--- src/rtl/eint_pkg.sv ---
package eint_pkg;

    typedef enum logic [1:0] {
        SNS_FALL = 2'b00,
        SNS_RISE = 2'b01,
        SNS_LOW  = 2'b10,
        SNS_RSVD = 2'b11
    } sense_e;

    typedef struct packed {
        logic prev;
        logic flag;
    } chan_state_t;

    function automatic logic is_edge_mode(sense_e m);
        return (m == SNS_FALL) || (m == SNS_RISE);
    endfunction

    function automatic logic edge_seen(sense_e m, logic prev, logic cur);
        return ((m == SNS_FALL) && prev && !cur) ||
               ((m == SNS_RISE) && !prev && cur);
    endfunction

endpackage

--- src/rtl/eint_sync.sv ---
module eint_sync #(
    parameter int W      = 1,
    parameter int STAGES = 2
) (
    input  logic         clk,
    input  logic         rst,
    input  logic [W-1:0] d_i,
    output logic [W-1:0] q_o
);
    logic [W-1:0] stg [STAGES];

    always_ff @(posedge clk) begin
        if (rst) begin
            for (int k = 0; k < STAGES; k++) stg[k] <= '1;
        end else begin
            stg[0] <= d_i;
            for (int k = 1; k < STAGES; k++) stg[k] <= stg[k-1];
        end
    end

    assign q_o = stg[STAGES-1];
endmodule

--- src/rtl/eint_ctrl_reg.sv ---
module eint_ctrl_reg #(
    parameter int NUM_SRC   = 3,
    parameter int FIELD_LSB = 6,
    parameter int REG_W     = 16
) (
    input  logic                    clk,
    input  logic                    rst,
    input  logic                    wr_i,
    input  logic [REG_W-1:0]        wdata_i,
    output logic [NUM_SRC-1:0][1:0] fld_o,
    output logic [NUM_SRC-1:0]      chg_o,
    output logic                    enc_en_o,
    output logic [REG_W-1:0]        rdata_o
);
    localparam int EN_BIT = FIELD_LSB + 2 * NUM_SRC;

    logic [NUM_SRC-1:0][1:0] fld_q;
    logic                    en_q;

    always_ff @(posedge clk) begin
        if (rst) begin
            fld_q <= '0;
            en_q  <= 1'b0;
        end else if (wr_i) begin
            for (int i = 0; i < NUM_SRC; i++)
                fld_q[i] <= wdata_i[FIELD_LSB + 2*i +: 2];
            en_q <= wdata_i[EN_BIT];
        end
    end

    always_comb begin
        rdata_o = '0;
        for (int i = 0; i < NUM_SRC; i++) begin
            rdata_o[FIELD_LSB + 2*i +: 2] = fld_q[i];
            chg_o[i] = wr_i && (wdata_i[FIELD_LSB + 2*i +: 2] != fld_q[i]);
        end
        rdata_o[EN_BIT] = en_q;
    end

    assign fld_o    = fld_q;
    assign enc_en_o = en_q;
endmodule

--- src/rtl/eint_sense_chan.sv ---
module eint_sense_chan
    import eint_pkg::*;
(
    input  logic   clk,
    input  logic   rst,
    input  logic   pin_s_i,
    input  sense_e mode_i,
    input  logic   mode_chg_i,
    input  logic   ack_i,
    output logic   req_o
);
    chan_state_t st_q;
    logic        hit;

    assign hit = edge_seen(mode_i, st_q.prev, pin_s_i) && !mode_chg_i;

    always_ff @(posedge clk) begin
        if (rst) begin
            st_q.prev <= 1'b1;
            st_q.flag <= 1'b0;
        end else begin
            st_q.prev <= pin_s_i;
            if (!is_edge_mode(mode_i))
                st_q.flag <= 1'b0;
            else if (hit)
                st_q.flag <= 1'b1;
            else if (ack_i)
                st_q.flag <= 1'b0;
        end
    end

    always_comb begin
        unique case (mode_i)
            SNS_LOW:  req_o = !pin_s_i;
            SNS_RSVD: req_o = 1'b0;
            default:  req_o = st_q.flag;
        endcase
    end
endmodule

--- src/rtl/eint_enc_qual.sv ---
module eint_enc_qual #(
    parameter int ENC_W  = 4,
    parameter int STAGES = 2
) (
    input  logic             clk,
    input  logic             rst,
    input  logic [ENC_W-1:0] pin_i,
    input  logic             en_i,
    input  logic             lvl_i,
    output logic [ENC_W-1:0] code_o
);
    logic [ENC_W-1:0] pin_s;

    eint_sync #(.W(ENC_W), .STAGES(STAGES)) u_sync (
        .clk (clk),
        .rst (rst),
        .d_i (pin_i),
        .q_o (pin_s)
    );

    assign code_o = (en_i && lvl_i) ? pin_s : '1;
endmodule

--- src/rtl/eint_sense_ctrl.sv ---
module eint_sense_ctrl
    import eint_pkg::*;
#(
    parameter int NUM_SRC     = 3,
    parameter int FIELD_LSB   = 6,
    parameter int REG_W       = 16,
    parameter int ENC_W       = 4,
    parameter int SYNC_STAGES = 2
) (
    input  logic               clk,
    input  logic               rst,
    input  logic               reg_wr_i,
    input  logic [REG_W-1:0]   reg_wdata_i,
    output logic [REG_W-1:0]   reg_rdata_o,
    input  logic [NUM_SRC-1:0] irq_pin_i,
    input  logic [NUM_SRC-1:0] irq_ack_i,
    output logic [NUM_SRC-1:0] irq_req_o,
    input  logic               lvl_mode_i,
    input  logic [ENC_W-1:0]   enc_pin_i,
    output logic [ENC_W-1:0]   enc_code_o
);
    logic [NUM_SRC-1:0][1:0] fld;
    logic [NUM_SRC-1:0]      chg;
    logic                    enc_en;
    logic [NUM_SRC-1:0]      pin_s;

    eint_ctrl_reg #(.NUM_SRC(NUM_SRC), .FIELD_LSB(FIELD_LSB), .REG_W(REG_W)) u_reg (
        .clk      (clk),
        .rst      (rst),
        .wr_i     (reg_wr_i),
        .wdata_i  (reg_wdata_i),
        .fld_o    (fld),
        .chg_o    (chg),
        .enc_en_o (enc_en),
        .rdata_o  (reg_rdata_o)
    );

    eint_sync #(.W(NUM_SRC), .STAGES(SYNC_STAGES)) u_pin_sync (
        .clk (clk),
        .rst (rst),
        .d_i (irq_pin_i),
        .q_o (pin_s)
    );

    for (genvar g = 0; g < NUM_SRC; g++) begin : g_chan
        eint_sense_chan u_chan (
            .clk        (clk),
            .rst        (rst),
            .pin_s_i    (pin_s[g]),
            .mode_i     (sense_e'(fld[g])),
            .mode_chg_i (chg[g]),
            .ack_i      (irq_ack_i[g]),
            .req_o      (irq_req_o[g])
        );
    end

    eint_enc_qual #(.ENC_W(ENC_W), .STAGES(SYNC_STAGES)) u_enc (
        .clk    (clk),
        .rst    (rst),
        .pin_i  (enc_pin_i),
        .en_i   (enc_en),
        .lvl_i  (lvl_mode_i),
        .code_o (enc_code_o)
    );
endmodule

--- config.mk ---
export PLATFORM = sky130hd
export DESIGN_NAME = eint_sense_ctrl
export DESIGN_NICKNAME = d
export VERILOG_FILES = /design/src/rtl/eint_pkg.sv /design/src/rtl/eint_sync.sv /design/src/rtl/eint_ctrl_reg.sv /design/src/rtl/eint_sense_chan.sv /design/src/rtl/eint_enc_qual.sv /design/src/rtl/eint_sense_ctrl.sv
export SDC_FILE = /design/constraint.sdc
export NUM_CORES = 1
export LEC_CHECK = 0
export ABC_CLOCK_PERIOD_IN_PS = 1800
export BUFFER_PORTS_ARGS = -buffer_cell sky130_fd_sc_hd__buf_2
export CAP_MARGIN = 20
export CORE_AREA = 4 4 56 58
export DETAILED_ROUTE_END_ITERATION = 8
export DIE_AREA = 0 0 60 62
export PLACE_DENSITY_LB_ADDON = 0.3
export SYNTH_ARGS = -nofsm -noshare
export SYNTH_HDL_FRONTEND = slang
export SYNTH_HIERARCHICAL = 1
export SYNTH_SLANG_ARGS = --single-unit
--- constraint.sdc ---
create_clock -name clk -period 1.8 [get_ports clk]
set_clock_uncertainty 0.15 [all_clocks]
set_input_delay 0.36 -clock clk [delete_from_list [all_inputs] [get_ports clk]]
set_output_delay 0.36 -clock clk [all_outputs]
set_load 0.02 [all_outputs]
# After elaboration in Yosys (flattened, before gate mapping)
# Memories as Yosys holds them, arrays and structs flattened.
# Index checks and enable logic that the tools add are counted.
[word_totals]
ff_bits = 13
ram_bits = 14
in_bits = 30
n_memories = 2
[op_classes]
n_eq_ne = 12
n_mux = 17
bitwise = 7
reduce_logical = 43
[mem_list]
columns = ["memory", "words", "word_bits", "rd", "rd_clocked_by_memory_dff", "wr", "line", "rtl"]
rows = [
  ["u_enc.u_sync.stg", 2, 4, 2, 0, 2, "eint_sync.sv:10", "logic [W-1:0] stg [STAGES];"],
  ["u_pin_sync.stg", 2, 3, 2, 0, 2, "eint_sync.sv:10", ""],
]
[ops]
columns = ["op", "count"]
rows = [
  ["$logic_and A1 B1 Y1", 19],
  ["$eq A2 B2 Y1 const B", 6],
  ["$mux W4", 3],
  ["$logic_not A1 Y1", 9],
  ["$mux W1", 9],
  ["$eq A2 B1 Y1 const B", 3],
  ["$logic_not A2 Y1", 3],
  ["$logic_or A1 B1 Y1", 6],
  ["$mux W3", 2],
  ["$ne A2 B2 Y1", 3],
  ["$pmux W1 S2", 3],
  ["$reduce_bool A2 Y1", 3],
  ["$reduce_or A2 Y1", 3],
  ["$or A1 B1 Y1", 4],
  ["$not A1 Y1", 3],
]

# Longest topological paths before layout
[logic_depth]
ltp_word = 6
mapped_depth = 4
depth_no_buf = 4

# Cells and area by module
# The synthesis kept the hierarchy.
[by_module_without_submodules]
columns = ["module", "n_inst", "cells_each", "area_each_um2", "seq_area_each_um2"]
rows = [
  ["eint_ctrl_reg", 1, 48, 446.7, 140.1],
  ["eint_sense_chan", 3, 9, 97.6, 40.0],
  ["eint_sync at u_enc.u_sync", 1, 20, 240.2, 160.2],
  ["eint_sync at u_pin_sync", 1, 15, 180.2, 120.1],
  ["eint_enc_qual", 1, 4, 30.0, 0.0],
]

# Least setup slack after synthesis
# No wires, ideal clock.
[synth_path]
path_type = "in2reg"
from = "input reg_wr_i"
to = "register g_chan[0].u_chan/st_q[0] (netlist bit)"
setup_time_ns = 0.091
arrival_time_ns = 1.296
t_required_ns = 1.559
slack_ns = 0.263
cell_stages = 4
n_path_buf = 1
cell_sequence = "buf_6 > a21boi_0 > or4b_1 > a311oi_1"
[synth_between]
elab_chain_len = 4
[synth_lines]
columns = ["element", "line", "rtl"]
rows = [
  ["from (decl)", "eint_sense_ctrl.sv:12", "input logic reg_wr_i,"],
  ["$logic_and A1 B1 Y1 (*)", "eint_ctrl_reg.sv:35", "chg_o[i] = wr_i && (wdata_i[FIELD_LSB + 2*i +: 2] != fld_q[i]);"],
  ["named net chg[0]", "eint_sense_ctrl.sv:23", "logic [NUM_SRC-1:0] chg;"],
  ["$logic_not A1 Y1 (*)", "eint_sense_chan.sv:15", "assign hit = edge_seen(mode_i, st_q.prev, pin_s_i) && !mode_chg_i;"],
  ["$logic_and A1 B1 Y1 (*)", "eint_sense_chan.sv:15", ""],
  ["$mux W1 / $reduce_bool A2 Y1 (equally long branches)", "--", ""],
  ["to (decl)", "eint_sense_chan.sv:12", "chan_state_t st_q;"],
]
# The timed path passes the listed nets; every way through them passes the cells marked *.
# A chain may end at the register's enable or synchronous reset.

# Worst setup path in the final report
[layout_path]
from = "register u_reg.fld_q, in the netlist u_reg/fld_o[3]"
to = "output irq_req_o[1]"
[layout_between]
elab_chain_len = 2
[layout_lines]
columns = ["element", "line", "rtl"]
rows = [
  ["from (decl)", "eint_ctrl_reg.sv:17", "logic [NUM_SRC-1:0][1:0] fld_q;"],
  ["from (signal, indexed assignment)", "eint_ctrl_reg.sv:26", "fld_q[i] <= wdata_i[FIELD_LSB + 2*i +: 2];"],
  ["$eq A2 B2 Y1", "eint_sense_chan.sv:33", "unique case (mode_i)"],
  ["$pmux W1 S2 (*)", "eint_sense_chan.sv:33", ""],
  ["to (decl)", "eint_sense_ctrl.sv:17", "output logic [NUM_SRC-1:0] irq_req_o,"],
]
# Every way passes the cells marked *; elsewhere a longest branch is shown, timed or not.

==> run metrics <==
status=finished clean; Worst R2R Path Depth=4; critical-path maximum fanout=5; static leakage=0.560 nW; RePlAce Congestion=0.733; Max clock buf depth=2; layout cell share with drive strength beyond 1=37.2%; Yosys reg bits=27; Setup crit start=u_reg/fld_o[3]; Via density=4.49; Hold-fix buffers, CTS=0; routed wl met2=796 um; Synth area leaders=dfxtp_1 45%, buf_4 15%, or2_1 7.4%; Seq/Total Area, Yosys=45.4%; I/O pin total=53; GRT Total Usage=9.70%; R2R Path End=g_chan[1].u_chan/st_q[0]; CTS root buf=clkbuf_4; max-cap viol count=0; post-synthesis cell type count=16; RSZ-0062 raised after global routing=false; Final Cycle Share=95.1%; Cells after DPL=164; largest net degree at the start of global routing=28; sequential share of power=62.2%; crit end category=primary output; routed wire length=1.74 mm; Worst IR Drop VDD=543 uV; ANT cells=0; Synth Instances=114; flop2flop setup slack=0.20 ns; end point of the critical path=irq_req_o[1]; Die Wd=60 um; first-pass iteration count of the detailed router=4; Mapped Area=1190 um2; core area=2660 um2; clock insertion delay at the later pin of the skew report=0.31 ns; DR iter-0 viols=11; Post-Syn Area per Cell=10.4 um2; CTS clock-pin slew for the worst setup and hold paths=0.14 ns; Psw=0.264 mW; Finished Layout Cells=168; Worst Hold Class=in -> reg; Startpoint Class=flip-flop; hold_sp=enc_pin_i[3]; Sw Ratio=25.4%; cell-internal power=0.774 mW; Initial Utilization=44.7%; Worst Path Class, Setup=reg -> out; fmax=584 MHz; synth warn=6; DP HPWL=1.31 mm; Critical Path AT=1.20 ns; Met1 Wirelength=784 um; Fin Setup TNS=0 ns; Final Hold Violating Endpoints=0; Synth top area share=45.4%; R2R Path Start=u_reg/fld_o[2]; metal3 WL=147 um; GR Overflow Total=0; commonest non-fill, non-tap cell in the layout=buf_2; post-DR wirelength/cell=10.4 um; CTS Buf Count=3; post-route antenna net violation count=0; routed vias=755; final setup fails=0; clock network fraction of design power=24.8%; TritonCTS clock tree=done; clock sinks=27; Comb power frac=12.9%; first-pass GRT wire length=2.79 mm; initial antenna violation count=0; DR top layer=met4; Placement Rows=19; Port Buf Inserts=34; largest area contributor in the netlist=dfxtp_1; most frequent cells in the layout=34 x buf_2, 21 x dfxtp_1, 14 x or2_1, 10 x nor2_1, 9 x conb_1; area grow syn2layout=8.41%; crit path time final=1.71 ns; Die Area=3720 um2; Remaining DRCs=0; Die Ht=62 um; Final #Nets=168; Max H-tree Level=1; Critical Path RT=1.29 ns; Power per Cell Area=805 nW/um2; hold slack=0.0541 ns; Max Slew Vio Count=0; vias in the first global route=657
==> kinds of logic (layout without fill, tap and decap cells) <==
logic type      after synthesis  in the layout  share of synthesized area, %
compound gates                6              6                          4.10
xor+xnor                      6              6                          4.42
buf+inv                      24             39                          15.5
flops                        27             27                          45.4
mux                          10             10                          8.73
other cells                   1              9                         0.315
simple gates                 40             40                          21.6
==> power groups by stage <==
stage	clock network [mW]	logic, mW	registers, mW
after floorplan	0	0.125	0.653
after global placement	0	0.134	0.657
after detailed placement	0	0.135	0.658
after CTS	0.277	0.136	0.645
after global routing	0.297	0.150	0.652
final	0.258	0.134	0.646
==> Yosys cell counts <==
master      n
nand3b_1    4
buf_6       1
dfxtp_1    27
xnor2_1     6
a311oi_1    3
or2_2       3
nand2b_1    3
nand4bb_1   3
or4b_1      3
or2_1      14
conb_1      1
mux2_2      3
mux2i_1     7
nor2_1     10
a21boi_0    3
buf_4      23
==> how the worst min path moves through the flow <==
stage / end / slack, ns / cells past startpoint
floorplan: u_enc/u_sync/stg[0][4] / 0.23 / 1
global placement: u_pin_sync/stg[0][3] / 0.24 / 1
detailed placement: u_pin_sync/stg[0][5] / 0.24 / 1
CTS: u_enc/u_sync/stg[0][3] / 0.04 / 2
global route: u_enc/u_sync/stg[0][1] / 0.04 / 2
finish: u_enc/u_sync/stg[0][3] / 0.05 / 2
==> metrics by stage <==
| step | instance area, um2 | setup WS, ns | utilization (%) | power (mW) |
|---|---|---|---|---|
| after detailed placement | 1250 | 0.0983 | 47.0 | 0.793 |
| after global placement | 1250 | 0.113 | 47.0 | 0.791 |
| after floorplan | 1220 | 0.263 | - | 0.778 |
| after global routing | 1290 | 0.0195 | 48.4 | 1.10 |
| after CTS | 1280 | 0.00661 | 48.2 | 1.06 |
| final | 1290 | 0.0876 | 48.4 | 1.04 |
==> layer usage <==
metal,vias to the layer above,GRT usage [%]
met5,-,0
met4,0,3.80
met3,2,2.27
met2,22,16.2
met1,338,12.1
li1,393,-
==> area by class of cell <==
type	instances	area, um2
Multi-Input combinational cell	71	495
Tap cell	31	38.8
Timing Repair Buffer	35	178
Clock inverter	1	7.51
Fill cell	272	1370
Clock buffer	3	22.5
Sequential cell	27	548
==> worst max-delay path: stages (launching register included) <==
cell,delay [ns]
dfxtp_2,0.40
mux2_2,0.33
buf_2,0.16
==> timing repair <==
action / CTS / global route
buffers inserted: 0 / 0
gates resized for setup: 0 / 6
setup endpoints to repair: 0 / 4
==> sequential cells by signal, indices dropped and copies added (netlist names) <==
| name | count |
|---|---|
| u_reg/fld_o | 6 |
| u_reg/enc_en_o | 1 |
| u_enc/u_sync/stg | 8 |
| u_pin_sync/stg | 6 |
| g_chan.u_chan/st_q | 6 |
No activity file was read; power rests on OpenSTA's default activity.
